$ cat config.mk
export PLATFORM = sky130hd
export DESIGN_NAME = wiper_cmd_engine
export DESIGN_NICKNAME = d
export VERILOG_FILES = /design/src/rtl/wce_pkg.sv /design/src/rtl/wce_wiper_reg.sv /design/src/rtl/wce_preset_bank.sv /design/src/rtl/wce_write_timer.sv /design/src/rtl/wce_cmd_fsm.sv /design/src/rtl/wiper_cmd_engine.sv
export SDC_FILE = /design/constraint.sdc
export NUM_CORES = 1
export LEC_CHECK = 0
export CORE_MARGIN = 2
export CORE_UTILIZATION = 45
export DETAILED_ROUTE_END_ITERATION = 10
export PLACE_DENSITY = 0.75
export SLEW_MARGIN = 40
export SYNTH_ARGS = -nofsm -noshare
export SYNTH_HDL_FRONTEND = slang
export SYNTH_SLANG_ARGS = --single-unit
$ cat constraint.sdc
create_clock -name clk -period 6 [get_ports clk]
set_clock_uncertainty 0.05 [all_clocks]
set_input_delay 1.2 -clock clk [delete_from_list [all_inputs] [get_ports clk]]
set_output_delay 1.2 -clock clk [all_outputs]
set_load 0.01 [all_outputs]
$ cat src/rtl/wce_pkg.sv
package wce_pkg;

    localparam int BYTE_W  = 8;
    localparam int OPC_LSB = 4;
    localparam int IDX_LSB = 2;
    localparam int DIR_BIT = 1;
    localparam int POT_BIT = 0;

    typedef enum logic [3:0] {
        OP_STEP      = 4'h2,
        OP_RD_WIPER  = 4'h9,
        OP_WR_WIPER  = 4'hA,
        OP_RD_PRESET = 4'hB,
        OP_WR_PRESET = 4'hC,
        OP_MOVE      = 4'hD
    } op_e;

    typedef enum logic [2:0] {
        S_RECALL,
        S_IDLE,
        S_OPCODE,
        S_DATA,
        S_STEP,
        S_ARMED,
        S_DISCARD,
        S_NVWRITE
    } state_e;

    typedef enum logic [1:0] {
        WOP_HOLD,
        WOP_LOAD,
        WOP_INC,
        WOP_DEC
    } wop_e;

endpackage

$ cat src/rtl/wce_wiper_reg.sv
module wce_wiper_reg #(
    parameter int TAP_W = 6
) (
    input  logic             clk,
    input  logic             rst_n,
    input  wce_pkg::wop_e    op,
    input  logic [TAP_W-1:0] load_val,
    output logic [TAP_W-1:0] tap
);
    import wce_pkg::*;

    localparam logic [TAP_W-1:0] TAP_MAX = '1;
    localparam logic [TAP_W-1:0] TAP_MIN = '0;

    always_ff @(posedge clk or negedge rst_n) begin
        if (!rst_n) begin
            tap <= '0;
        end else begin
            unique case (op)
                WOP_LOAD: tap <= load_val;
                WOP_INC:  if (tap != TAP_MAX) tap <= tap + 1'b1;
                WOP_DEC:  if (tap != TAP_MIN) tap <= tap - 1'b1;
                default:  ;
            endcase
        end
    end

endmodule

$ cat src/rtl/wce_preset_bank.sv
module wce_preset_bank #(
    parameter int NPOT  = 2,
    parameter int NDR   = 4,
    parameter int TAP_W = 6,
    parameter int POT_W = 1,
    parameter int IDX_W = 2,
    parameter logic [NPOT-1:0][NDR-1:0][TAP_W-1:0] INIT = '0
) (
    input  logic                               clk,
    input  logic                               we,
    input  logic [POT_W-1:0]                   wr_pot,
    input  logic [IDX_W-1:0]                   wr_idx,
    input  logic [TAP_W-1:0]                   wr_val,
    output logic [NPOT-1:0][NDR-1:0][TAP_W-1:0] cells
);
    // Storage deliberately outside the reset domain: contents persist.
    logic [NPOT-1:0][NDR-1:0][TAP_W-1:0] mem = INIT;

    always_ff @(posedge clk) begin
        if (we) begin
            mem[wr_pot][wr_idx] <= wr_val;
        end
    end

    assign cells = mem;

endmodule

$ cat src/rtl/wce_write_timer.sv
module wce_write_timer #(
    parameter int CYCLES = 16
) (
    input  logic clk,
    input  logic rst_n,
    input  logic start,
    output logic done
);
    localparam int CW = $clog2(CYCLES + 1);

    logic [CW-1:0] remain;

    always_ff @(posedge clk or negedge rst_n) begin
        if (!rst_n) begin
            remain <= '0;
        end else if (start) begin
            remain <= CW'(CYCLES);
        end else if (remain != '0) begin
            remain <= remain - 1'b1;
        end
    end

    assign done = (remain == CW'(1));

endmodule

$ cat src/rtl/wce_cmd_fsm.sv
module wce_cmd_fsm #(
    parameter int NPOT  = 2,
    parameter int NDR   = 4,
    parameter int TAP_W = 6,
    parameter int POT_W = 1,
    parameter int IDX_W = 2
) (
    input  logic                                clk,
    input  logic                                rst_n,
    input  logic                                cs_n,
    input  logic                                wp_n,
    input  logic                                byte_valid,
    input  logic [wce_pkg::BYTE_W-1:0]          byte_data,
    input  logic                                timer_done,
    input  logic [NPOT-1:0][TAP_W-1:0]          taps,
    input  logic [NPOT-1:0][NDR-1:0][TAP_W-1:0] cells,
    output wce_pkg::wop_e [NPOT-1:0]            wop,
    output logic [NPOT-1:0][TAP_W-1:0]          load_val,
    output logic                                pr_we,
    output logic [POT_W-1:0]                    pr_pot,
    output logic [IDX_W-1:0]                    pr_idx,
    output logic [TAP_W-1:0]                    pr_val,
    output logic                                timer_start,
    output logic                                busy,
    output logic                                rd_valid,
    output logic [wce_pkg::BYTE_W-1:0]          rd_data
);
    import wce_pkg::*;

    state_e state_q, state_d;

    op_e                op_q, op_d;
    logic [POT_W-1:0]   pot_q, pot_d;
    logic [IDX_W-1:0]   idx_q, idx_d;
    logic [TAP_W-1:0]   pend_q, pend_d;
    logic               rdv_d;
    logic [BYTE_W-1:0]  rdd_d;

    // Fields of an incoming command byte
    op_e              b_op;
    logic [POT_W-1:0] b_pot;
    logic [IDX_W-1:0] b_idx;
    logic             b_dir;
    logic             b_take;

    assign b_op   = op_e'(byte_data[OPC_LSB +: 4]);
    assign b_pot  = byte_data[POT_BIT +: POT_W];
    assign b_idx  = byte_data[IDX_LSB +: IDX_W];
    assign b_dir  = byte_data[DIR_BIT];
    assign b_take = byte_valid && !cs_n;

    // State register
    always_ff @(posedge clk or negedge rst_n) begin
        if (!rst_n) begin
            state_q <= S_RECALL;
        end else begin
            state_q <= state_d;
        end
    end

    // Command context and read-result registers
    always_ff @(posedge clk or negedge rst_n) begin
        if (!rst_n) begin
            op_q     <= OP_STEP;
            pot_q    <= '0;
            idx_q    <= '0;
            pend_q   <= '0;
            rd_valid <= 1'b0;
            rd_data  <= '0;
        end else begin
            op_q     <= op_d;
            pot_q    <= pot_d;
            idx_q    <= idx_d;
            pend_q   <= pend_d;
            rd_valid <= rdv_d;
            rd_data  <= rdd_d;
        end
    end

    // Next-state logic
    always_comb begin
        state_d = state_q;
        unique case (state_q)
            S_RECALL: state_d = S_IDLE;
            S_IDLE:   if (!cs_n) state_d = S_OPCODE;
            S_OPCODE: begin
                if (cs_n) begin
                    state_d = S_IDLE;
                end else if (byte_valid) begin
                    case (b_op)
                        OP_WR_WIPER:  state_d = S_DATA;
                        OP_WR_PRESET: state_d = wp_n ? S_DATA : S_DISCARD;
                        OP_MOVE:      state_d = (b_dir && wp_n) ? S_ARMED : S_DISCARD;
                        OP_STEP:      state_d = S_STEP;
                        default:      state_d = S_DISCARD;
                    endcase
                end
            end
            S_DATA: begin
                if (cs_n) begin
                    state_d = S_IDLE;
                end else if (op_q == OP_WR_PRESET && !wp_n) begin
                    state_d = S_DISCARD;
                end else if (byte_valid) begin
                    state_d = (op_q == OP_WR_PRESET) ? S_ARMED : S_DISCARD;
                end
            end
            S_STEP:    if (cs_n) state_d = S_IDLE;
            S_ARMED: begin
                if (cs_n) begin
                    state_d = wp_n ? S_NVWRITE : S_IDLE;
                end else if (!wp_n) begin
                    state_d = S_DISCARD;
                end
            end
            S_DISCARD: if (cs_n) state_d = S_IDLE;
            S_NVWRITE: if (timer_done) state_d = cs_n ? S_IDLE : S_DISCARD;
            default:   state_d = S_IDLE;
        endcase
    end

    // Output and context logic
    always_comb begin
        wop         = {NPOT{WOP_HOLD}};
        load_val    = '0;
        pr_we       = 1'b0;
        timer_start = 1'b0;
        op_d        = op_q;
        pot_d       = pot_q;
        idx_d       = idx_q;
        pend_d      = pend_q;
        rdv_d       = 1'b0;
        rdd_d       = rd_data;

        unique case (state_q)
            S_RECALL: begin
                for (int p = 0; p < NPOT; p++) begin
                    wop[p]      = WOP_LOAD;
                    load_val[p] = cells[p][0];
                end
            end
            S_OPCODE: begin
                if (b_take) begin
                    op_d  = b_op;
                    pot_d = b_pot;
                    idx_d = b_idx;
                    case (b_op)
                        OP_RD_WIPER: begin
                            rdv_d = 1'b1;
                            rdd_d = BYTE_W'(taps[b_pot]);
                        end
                        OP_RD_PRESET: begin
                            rdv_d = 1'b1;
                            rdd_d = BYTE_W'(cells[b_pot][b_idx]);
                        end
                        OP_MOVE: begin
                            if (!b_dir) begin
                                wop[b_pot]      = WOP_LOAD;
                                load_val[b_pot] = cells[b_pot][b_idx];
                            end else begin
                                pend_d = taps[b_pot];
                            end
                        end
                        default: ;
                    endcase
                end
            end
            S_DATA: begin
                if (b_take) begin
                    if (op_q == OP_WR_WIPER) begin
                        wop[pot_q]      = WOP_LOAD;
                        load_val[pot_q] = byte_data[TAP_W-1:0];
                    end else begin
                        pend_d = byte_data[TAP_W-1:0];
                    end
                end
            end
            S_STEP: begin
                if (b_take) begin
                    wop[pot_q] = byte_data[0] ? WOP_INC : WOP_DEC;
                end
            end
            S_ARMED:   timer_start = cs_n && wp_n;
            S_NVWRITE: pr_we = timer_done;
            default:   ;
        endcase
    end

    assign pr_pot = pot_q;
    assign pr_idx = idx_q;
    assign pr_val = pend_q;
    assign busy   = (state_q == S_NVWRITE) || (state_q == S_RECALL);

endmodule

$ cat src/rtl/wiper_cmd_engine.sv
module wiper_cmd_engine #(
    parameter int NPOT         = 2,
    parameter int NDR          = 4,
    parameter int TAP_W        = 6,
    parameter int WRITE_CYCLES = 16,
    parameter logic [NPOT-1:0][NDR-1:0][TAP_W-1:0] PRESET_INIT = '0
) (
    input  logic                  clk,
    input  logic                  rst_n,
    input  logic                  cs_n,
    input  logic                  wp_n,
    input  logic                  byte_valid,
    input  logic [7:0]            byte_data,
    output logic [NPOT*TAP_W-1:0] tap_sel,
    output logic                  rd_valid,
    output logic [7:0]            rd_data,
    output logic                  busy
);
    import wce_pkg::*;

    localparam int POT_W = (NPOT > 1) ? $clog2(NPOT) : 1;
    localparam int IDX_W = (NDR > 1) ? $clog2(NDR) : 1;

    logic [NPOT-1:0][TAP_W-1:0]          taps;
    logic [NPOT-1:0][NDR-1:0][TAP_W-1:0] cells;
    wop_e [NPOT-1:0]                     wop;
    logic [NPOT-1:0][TAP_W-1:0]          load_val;
    logic                                pr_we;
    logic [POT_W-1:0]                    pr_pot;
    logic [IDX_W-1:0]                    pr_idx;
    logic [TAP_W-1:0]                    pr_val;
    logic                                timer_start;
    logic                                timer_done;

    wce_cmd_fsm #(
        .NPOT(NPOT), .NDR(NDR), .TAP_W(TAP_W), .POT_W(POT_W), .IDX_W(IDX_W)
    ) u_fsm (
        .clk(clk), .rst_n(rst_n), .cs_n(cs_n), .wp_n(wp_n),
        .byte_valid(byte_valid), .byte_data(byte_data),
        .timer_done(timer_done), .taps(taps), .cells(cells),
        .wop(wop), .load_val(load_val),
        .pr_we(pr_we), .pr_pot(pr_pot), .pr_idx(pr_idx), .pr_val(pr_val),
        .timer_start(timer_start), .busy(busy),
        .rd_valid(rd_valid), .rd_data(rd_data)
    );

    for (genvar p = 0; p < NPOT; p++) begin : g_wiper
        wce_wiper_reg #(.TAP_W(TAP_W)) u_wiper (
            .clk(clk), .rst_n(rst_n), .op(wop[p]),
            .load_val(load_val[p]), .tap(taps[p])
        );
        assign tap_sel[p*TAP_W +: TAP_W] = taps[p];
    end

    wce_preset_bank #(
        .NPOT(NPOT), .NDR(NDR), .TAP_W(TAP_W),
        .POT_W(POT_W), .IDX_W(IDX_W), .INIT(PRESET_INIT)
    ) u_bank (
        .clk(clk), .we(pr_we), .wr_pot(pr_pot), .wr_idx(pr_idx),
        .wr_val(pr_val), .cells(cells)
    );

    wce_write_timer #(.CYCLES(WRITE_CYCLES)) u_timer (
        .clk(clk), .rst_n(rst_n), .start(timer_start), .done(timer_done)
    );

endmodule

==> reports/qor_table.md, run 1 <==
| Quantity | Value | Unit |
|---|---|---|
| Share of synthesized registers carrying an async set or reset | 45.5 | % |
| Layout cells sized above 1 | 17.1 | % |
| Number of synthesized flops with an enable pin | 48 | - |
| Crit path time final | 4050 | ps |
| Largest area contributor in the netlist | sky130_fd_sc_hd__edfxtp_1 | - |
| Critical path launch point type | input port | - |
| Worst-case vdd ir drop | 0.000171 | V |
| Result of the run | finished clean | - |
| Initial core utilization | 46.2 | % |
| Chip width | 107 | um |
| Number of placement rows | 37 | - |
| Share of synthesized area occupied by flip-flops and latches | 51.2 | % |
| Net count reported at finish | 452 | - |
| Final hold slack | 445 | ps |
| Tcrit/Tclk final | 67.6 | % |
| Port bufs | 32 | - |
| Hold-fix buffer count after cts | 0 | - |
| Final worst-path setup slack | 1950 | ps |
| DIE HEIGHT | 107 | um |
| Clock network latency to the later pin of the worst-skew pair | 370 | ps |
| Final count of pins violating max slew | 0 | - |
| CTS Sinks | 88 | - |
| Detailed-route wire length | 10.6 | mm |
| Maximum level of the CTS H-tree | 3 | - |
| Total standard cell area after synthesis | 0.00477 | mm2 |
| Worst setup path category | in -> reg | - |
| Mean area per synthesized cell | 11.9 | um2 |
| Most common cell after layout, fill and taps aside | sky130_fd_sc_hd__edfxtp_1 | - |
| Final-report hold violation count | 0 | - |
| Flop2flop setup slack | 2840 | ps |
| Crit Path Max Fanout | 10 | - |
| Antenna cells | 0 | - |
| Number of resized instances in the post-cts repair step | 0 | - |
| Iteration-0 DRC Markers | 247 | - |
| Number of distinct library cells after synthesis | 71 | - |
| Transition time at the pin with the least slew margin | 805 | ps |
| Vias in the first global route | 3186 | - |
| Leakage component of the power | 2.10 | nW |
| Core ar. | 0.0103 | mm2 |
| Root cell of the clock tree | sky130_fd_sc_hd__clkbuf_8 | - |
| Number of buffers created by CTS | 9 | - |
| RePlAce Congestion | 0.923 | - |
| Remaining DRCs | 0 | - |
| Power per cell area | 396 | mW/mm2 |
| Routed wirelength normalized by instance count | 18.6 | um |
| First-pass GRT wire length | 17.5 | mm |
| WP data arrival | 4320 | ps |
| Final setup violation count | 0 | - |
| CTS tree | built | - |
| Remaining Overflow, GRT | 0 | - |
| Commonest cells after routing, fill and taps aside | sky130_fd_sc_hd__edfxtp_1 (48), sky130_fd_sc_hd__dfrtp_1 (39), sky130_fd_sc_hd__nand2_1 (37), sky130_fd_sc_hd__nor2_1 (34), sky130_fd_sc_hd__clkdlybuf4s50_1 (31) | - |
| ANT nets after route | 0 | - |
| Number of optimization iterations in the first detailed-route pass | 5 | - |
| Required time at the worst-slack endpoint | 6270 | ps |
| Max Cap Viol | 0 | - |
| RSZ-0062 raised after global routing | no | - |
| Post-synthesis sequential element count | 88 | - |
| Area Overhead vs Synth | 13.0 | % |
| Register clock-pin slew on the reported worst setup and hold paths | 100 | ps |
| Global Route Usage Sum | 19.9 | % |
| CP endpoint kind | flop | - |
| Count of pins on the block boundary | 35 | - |
| Yosys warnings | 0 | - |
| Total die area | 0.0114 | mm2 |
| Max frequency | 247 | MHz |
| Via count | 3291 | - |
| Via density per instance | 5.79 | - |
| Rel. slew slack | 45.9 | % |
| Class of the tightest hold or removal check | reg -> reg | - |
| Number of antenna violations at the first check in global routing | 0 | - |
| Top flip-flop cell by instance count after synthesis | sky130_fd_sc_hd__edfxtp_1 | - |
| Final HPWL DP | 7.65 | mm |
| Final total negative setup slack | 0 | ps |
| Leading post-synthesis cells by cell area | sky130_fd_sc_hd__edfxtp_1 (30%), sky130_fd_sc_hd__dfrtp_1 (20%), sky130_fd_sc_hd__mux4_2 (5.7%) | - |
| Maximum clock path buffer count | 2 | - |
| Top-area cell type share of the netlist area | 30.2 | % |
| Largest net degree at the start of global routing | 41 | - |
| # Post-CTS Setup Buffers | 0 | - |
| Post-Synthesis Cells | 401 | - |
| Setup Slack @ Placement | 1570 | ps |
[flip-flops by register name, indices dropped and copies added, names as in the netlist]
signal               flops
g_wiper.u_wiper.tap     12
u_bank.cells            48
u_fsm.op_q               4
u_fsm.pr_idx             2
u_fsm.pr_pot             1
u_fsm.pr_val             6
u_fsm.rd_data            6
u_fsm.rd_valid           1
u_fsm.state_q            3
u_timer.remain           5
[where the power goes]
group	internal (W)	switching, W	leakage [nW]	total, W
combinational	0.000374	0.000355	1.06	0.000728
clock	0.000162	0.000243	0.0991	0.000405
sequential	0.000798	0.000201	0.943	0.000998
[kinds of logic (layout without fill, tap and decap cells)]
family	count (synthesis)	after routing	synth area share, %
muxes	46	46	13.9
adders and majority gates	12	12	3.46
other	1	2	0.0786
DFF	88	88	51.2
and+or+nand+nor	124	124	15.0
xor gates and xnor gates	9	9	1.65
buffers and inverters	36	66	3.36
AOI/OAI and AO/OA	85	85	11.3
[cell usage after synthesis, types with 2 or more instances]
cell	n
sky130_fd_sc_hd__nand4_1	2
sky130_fd_sc_hd__edfxtp_1	48
sky130_fd_sc_hd__o21ai_1	7
sky130_fd_sc_hd__a21o_1	7
sky130_fd_sc_hd__a221oi_1	3
sky130_fd_sc_hd__mux4_2	12
sky130_fd_sc_hd__a222oi_1	2
sky130_fd_sc_hd__or4_4	2
sky130_fd_sc_hd__buf_4	2
sky130_fd_sc_hd__nor4_2	2
sky130_fd_sc_hd__nor2_1	34
sky130_fd_sc_hd__buf_2	2
sky130_fd_sc_hd__a221o_1	3
sky130_fd_sc_hd__mux2i_1	11
sky130_fd_sc_hd__buf_6	2
sky130_fd_sc_hd__mux2_2	19
sky130_fd_sc_hd__xor2_1	4
sky130_fd_sc_hd__and4b_1	2
sky130_fd_sc_hd__buf_1	2
sky130_fd_sc_hd__o211ai_1	2
sky130_fd_sc_hd__xnor2_1	5
sky130_fd_sc_hd__a21oi_1	23
sky130_fd_sc_hd__nand2b_1	6
sky130_fd_sc_hd__nand2_1	37
sky130_fd_sc_hd__or4b_1	2
sky130_fd_sc_hd__dfrtp_1	39
sky130_fd_sc_hd__nor3_1	7
sky130_fd_sc_hd__inv_2	2
sky130_fd_sc_hd__nor2b_1	7
sky130_fd_sc_hd__fa_1	2
sky130_fd_sc_hd__a31oi_1	7
sky130_fd_sc_hd__a22oi_1	3
sky130_fd_sc_hd__mux2_4	3
sky130_fd_sc_hd__a211oi_1	3
sky130_fd_sc_hd__inv_1	13
sky130_fd_sc_hd__nand3_1	3
sky130_fd_sc_hd__ha_1	10
sky130_fd_sc_hd__clkbuf_1	13
sky130_fd_sc_hd__o21ai_0	15
sky130_fd_sc_hd__o21bai_1	2
[layer usage]
layer	track usage, %	vias to the layer above	routed length, um
met1	27.9	1632	4770
li1	-	1547	-
met3	2.74	11	487
met2	32.8	101	5200
met5	0	-	0
met4	5.57	0	115
[area by class of cell]
| type | instances | area (um2) |
|---|---|---|
| fill | 868 | 4940 |
| sequential | 88 | 2440 |
| multi-input combinational | 278 | 2180 |
| timing repair buffer | 35 | 340 |
| tap | 136 | 170 |
| clock buffer | 9 | 124 |
| clock inverter | 7 | 71.3 |
| inverter | 15 | 56.3 |
[critical path, stage by stage]
cell	delay, ps
sky130_fd_sc_hd__clkdlybuf4s50_1	600
sky130_fd_sc_hd__nor4b_4	450
sky130_fd_sc_hd__nand3_4	170
sky130_fd_sc_hd__or2_4	280
sky130_fd_sc_hd__inv_2	120
sky130_fd_sc_hd__ha_1	260
sky130_fd_sc_hd__a211oi_1	300
sky130_fd_sc_hd__o21bai_1	120
sky130_fd_sc_hd__a21o_1	210
sky130_fd_sc_hd__or3b_1	340
sky130_fd_sc_hd__a21oi_1	140
sky130_fd_sc_hd__a211o_1	120
[final timing paths]
path,to,start,cells past startpoint
max,g_wiper[0].u_wiper.tap[5],cs_n,12
min,u_fsm.rd_data[3],u_fsm.rd_data[3],2
max reg2reg,g_wiper[0].u_wiper.tap[5],u_fsm.state_q[0],11
min reg2reg,u_fsm.rd_data[3],u_fsm.rd_data[3],2
max in group asynchronous,g_wiper[1].u_wiper.tap[5],rst_n,1
min in group asynchronous,u_timer.remain[1],rst_n,1
[metrics by stage]
stage	std cells	cell area (um2)	utilization (%)	total power (W)
2_1_floorplan	402	4770	-	0.00146
3_3_place_gp	552	5180	50.1	0.00170
3_5_place_dp	552	5180	50.2	0.00173
4_1_cts	568	5380	52.1	0.00213
5_1_grt	568	5390	52.2	0.00227
6_report	568	5390	52.2	0.00213
Power figures use the tool's default switching activity.
==> run 2, diff against run 1 <==
--- a/config.mk
+++ b/config.mk
@@ -8,7 +8,7 @@
 export CORE_MARGIN = 2
 export CORE_UTILIZATION = 45
 export DETAILED_ROUTE_END_ITERATION = 10
-export PLACE_DENSITY = 0.75
+export PLACE_DENSITY = 0.77
 export SLEW_MARGIN = 40
 export SYNTH_ARGS = -nofsm -noshare
 export SYNTH_HDL_FRONTEND = slang
==> constraint.sdc (replaced) <==
create_clock -name clk -period 3.3 [get_ports clk]
set_clock_uncertainty 0.05 [all_clocks]
set_input_delay 0.66 -clock clk [delete_from_list [all_inputs] [get_ports clk]]
set_output_delay 0.66 -clock clk [all_outputs]
set_load 0.01 [all_outputs]
==> run 2 against run 1 <==
  * Via count up 4.0%
  * Final cell count grew 5.1%
  * Largest power group unchanged
  * Count of clock-buffer cells in the layout unchanged
  * Largest cell class unchanged
  * Combinational power increased by 98%
  * Cell area up 3.5%
  * Critical path depth unchanged
  * Non-clock buffer count increased by 29
  * Power up 82%
  * Die area did not move
==> reports/qor_table.md, run 2 (same netlist as run 1, synthesis figures left out) <==
| Quantity | Value | Unit | Change |
|---|---|---|---|
| Most common cell after layout, fill and taps aside | sky130_fd_sc_hd__edfxtp_1 | - |  |
| Family of cells with the greatest summed delay on the critical path | simple AND/OR/NAND/NOR gates | - |  |
| Transition time at the pin with the least slew margin | 644 | ps | -161 ps |
| RePlAce Congestion | 0.893 | - | -3.2% |
| Result of the run | finished clean | - |  |
| Max frequency | 319 | MHz |  |
| Via count | 3421 | - | +4.0% |
| Register clock-pin slew on the reported worst setup and hold paths | 90 | ps | about the same |
| # Post-CTS Setup Buffers | 0 | - | unchanged |
| Number of buffer and inverter instances along the worst setup path | 2 | - | unchanged |
| Vias in the first global route | 3420 | - | +7.3% |
| Number of antenna violations at the first check in global routing | 0 | - | unchanged |
| Tcrit/Tclk final | 94.9 | % |  |
| CP endpoint kind | flop | - |  |
| Net Sw Power | 0.00142 | W | +78% |
| Max stage delay cell, worst path | sky130_fd_sc_hd__clkdlybuf4s50_1 | - |  |
| Class of the tightest hold or removal check | in -> async | - |  |
| Share of power burned in the clock network | 17.5 | % | -1.5 points |
| Flop2flop setup slack | 470 | ps | -2370 ps |
| Met3 Use GR | 3.22 | % | +0.49 points |
| Critical Path Start | cs_n | - |  |
| Flip-flop count of the largest register, all copies and words added | 48 | - | unchanged |
| Clock network latency to the later pin of the worst-skew pair | 360 | ps | about the same |
| Power per cell area | 697 | mW/mm2 | +76% |
| CTS Sinks | 88 | - | unchanged |
| Final count of pins violating max slew | 0 | - | unchanged |
| Cell Count, Final, Fillers Out | 597 | - | +5.1% |
| Leakage component of the power | 2.22 | nW | +5.9% |
| CTS tree | built | - |  |
| Total die area | 0.0114 | mm2 | unchanged |
| Cell count after placement | 581 | - | +5.3% |
| Worst path cell trace | clkdlybuf4s50_1, nor4b_4, nand3_4, or2_4, inv_2, ha_1, a211oi_1, o21bai_1, a21o_1, or3b_1, a21oi_1, a211o_1 | - |  |
| Crit path time final | 3130 | ps |  |
| Final setup violation count | 0 | - | unchanged |
| Busiest metal layer after global routing | met2 | - |  |
| Number of buffers created by CTS | 9 | - | unchanged |
| Maximum clock path buffer count | 2 | - | unchanged |
| Iteration-0 DRC Markers | 282 | - | +14% |
| Crit Path Max Fanout | 4 | - | -6 |
| WP data arrival | 3390 | ps | -930 ps |
| Via density per instance | 5.73 | - | -1.1% |
| Internal | 0.00247 | W | +85% |
| First-pass GRT wire length | 17.5 | mm | +0.20% |
| Net count reported at finish | 481 | - | +6.4% |
| Rel. slew slack | 56.9 | % | +11 points |
| Largest net degree at the start of global routing | 41 | - | unchanged |
| Max Cap Viol | 0 | - | unchanged |
| Critical register-to-register path startpoint | u_fsm.state_q[0] | - |  |
| Required time at the worst-slack endpoint | 3560 | ps | -2710 ps |
| Worst-case vdd ir drop | 0.000310 | V | +81% |
| Part of the power in combinational logic | 37.0 | % | +2.8 points |
| Critical path launch point type | input port | - |  |
| Global Route Usage Sum | 19.7 | % | -0.23 points |
| Final-report hold violation count | 0 | - | unchanged |
| Tot Pwr | 0.00389 | W | +82% |
| Detailed-route wire length | 10.7 | mm | +1.5% |
| Remaining DRCs | 0 | - | unchanged |
| Commonest cells after routing, fill and taps aside | sky130_fd_sc_hd__edfxtp_1 (48), sky130_fd_sc_hd__dfrtp_1 (39), sky130_fd_sc_hd__nand2_1 (37), sky130_fd_sc_hd__nor2_1 (34), sky130_fd_sc_hd__buf_4 (33) | - |  |
| Final HPWL DP | 8.05 | mm | +5.2% |
| CP peak stage delay | 460 | ps | -140 ps |
| Initial core utilization | 46.2 | % | unchanged |
| Worst setup path category | in -> reg | - |  |
| Number of cells on the worst reg-to-reg path | 11 | - | unchanged |
| Number of optimization iterations in the first detailed-route pass | 5 | - | unchanged |
| Root cell of the clock tree | sky130_fd_sc_hd__clkbuf_8 | - |  |
| Sequential Power Share | 45.5 | % | -1.3 points |
| Number of resized instances in the post-cts repair step | 0 | - | unchanged |
| GRT met1 Usage | 26.5 | % | -1.3 points |
| Routed wirelength normalized by instance count | 18.0 | um | -3.5% |
| DIE HEIGHT | 107 | um | unchanged |
| Final total negative setup slack | 0 | ps | unchanged |
| Chip width | 107 | um | unchanged |
| Layout cells sized above 1 | 21.5 | % | +4.3 points |
| Global-route met2 utilization | 32.8 | % | +0.045 points |
| Port bufs | 32 | - | unchanged |
| Area Overhead vs Synth | 16.9 | % |  |
| RSZ-0062 raised after global routing | no | - |  |
| Core ar. | 0.0103 | mm2 | unchanged |
| Count of pins on the block boundary | 35 | - | unchanged |
| Antenna cells | 0 | - | unchanged |
| ANT nets after route | 0 | - | unchanged |
| Number of placement rows | 37 | - | unchanged |
| Switching power as a share of total power | 36.5 | % | -0.97 points |
| End of the worst register-to-register path | g_wiper[0].u_wiper.tap[5] | - |  |
| Maximum level of the CTS H-tree | 3 | - | unchanged |
| Hold-fix buffer count after cts | 0 | - | unchanged |
| Final worst-path setup slack | 169 | ps | -1780 ps |
| Remaining Overflow, GRT | 0 | - | unchanged |
| Setup Slack @ Placement | -242 | ps | -1820 ps |
==> run 2: cell count changes in the layout (fill, tap and decap cells not counted), sizes merged <==
cell	change
buf	+29
clkinvlp	+3
clkinv	-2
inv	-1
==> run 2: layout make-up <==
type | count | area (um2)
Timing Repair Buffer | 64 | 558
Sequential cell | 88 | 2440
Tap cell | 136 | 170
Clock buffer | 9 | 124
Fill cell | 852 | 4750
Clock inverter | 7 | 55.1
Inverter | 15 | 56.3
Multi-Input combinational cell | 278 | 2170
==> run 2: worst reg2reg max path, delay by kind of cell (launching register included) <==
kind	cells	cell delay, ps
compound gates	5	880
fa+ha+maj	1	240
buf+inv	1	80
flops	1	420
simple gates	4	1100
==> run 2: power groups by stage <==
stage | clock network (W) | logic [W] | registers, W
2_1_floorplan | 0 | 0.000949 | 0.00171
3_3_place_gp | 0 | 0.00138 | 0.00176
3_5_place_dp | 0 | 0.00143 | 0.00178
4_1_cts | 0.000686 | 0.00144 | 0.00176
5_1_grt | 0.000736 | 0.00160 | 0.00181
6_report | 0.000681 | 0.00144 | 0.00177
==> run 2: worst max path at each step <==
stage / cells past startpoint / end
after floorplan: 12 / g_wiper[0].u_wiper.tap[5]
after global placement: 12 / g_wiper[0].u_wiper.tap[5]
after detailed placement: 12 / g_wiper[0].u_wiper.tap[5]
after CTS: 12 / g_wiper[0].u_wiper.tap[5]
after global routing: 12 / g_wiper[0].u_wiper.tap[5]
final: 12 / g_wiper[0].u_wiper.tap[5]
==> run 2: per-layer routing <==
metal / part of all wire [%] / wire [um]
met5: 0 / 0
met4: 2.1 / 223
met3: 4.8 / 510
met2: 50 / 5360
met1: 43 / 4630
==> run 2: through the flow <==
step	cell area [um2]	utilization, %	hold slack, ps
2_1_floorplan	4770	-	314
3_3_place_gp	5390	52.2	419
3_5_place_dp	5400	52.3	433
4_1_cts	5580	54.0	224
5_1_grt	5580	54.0	242
6_report	5580	54.0	210
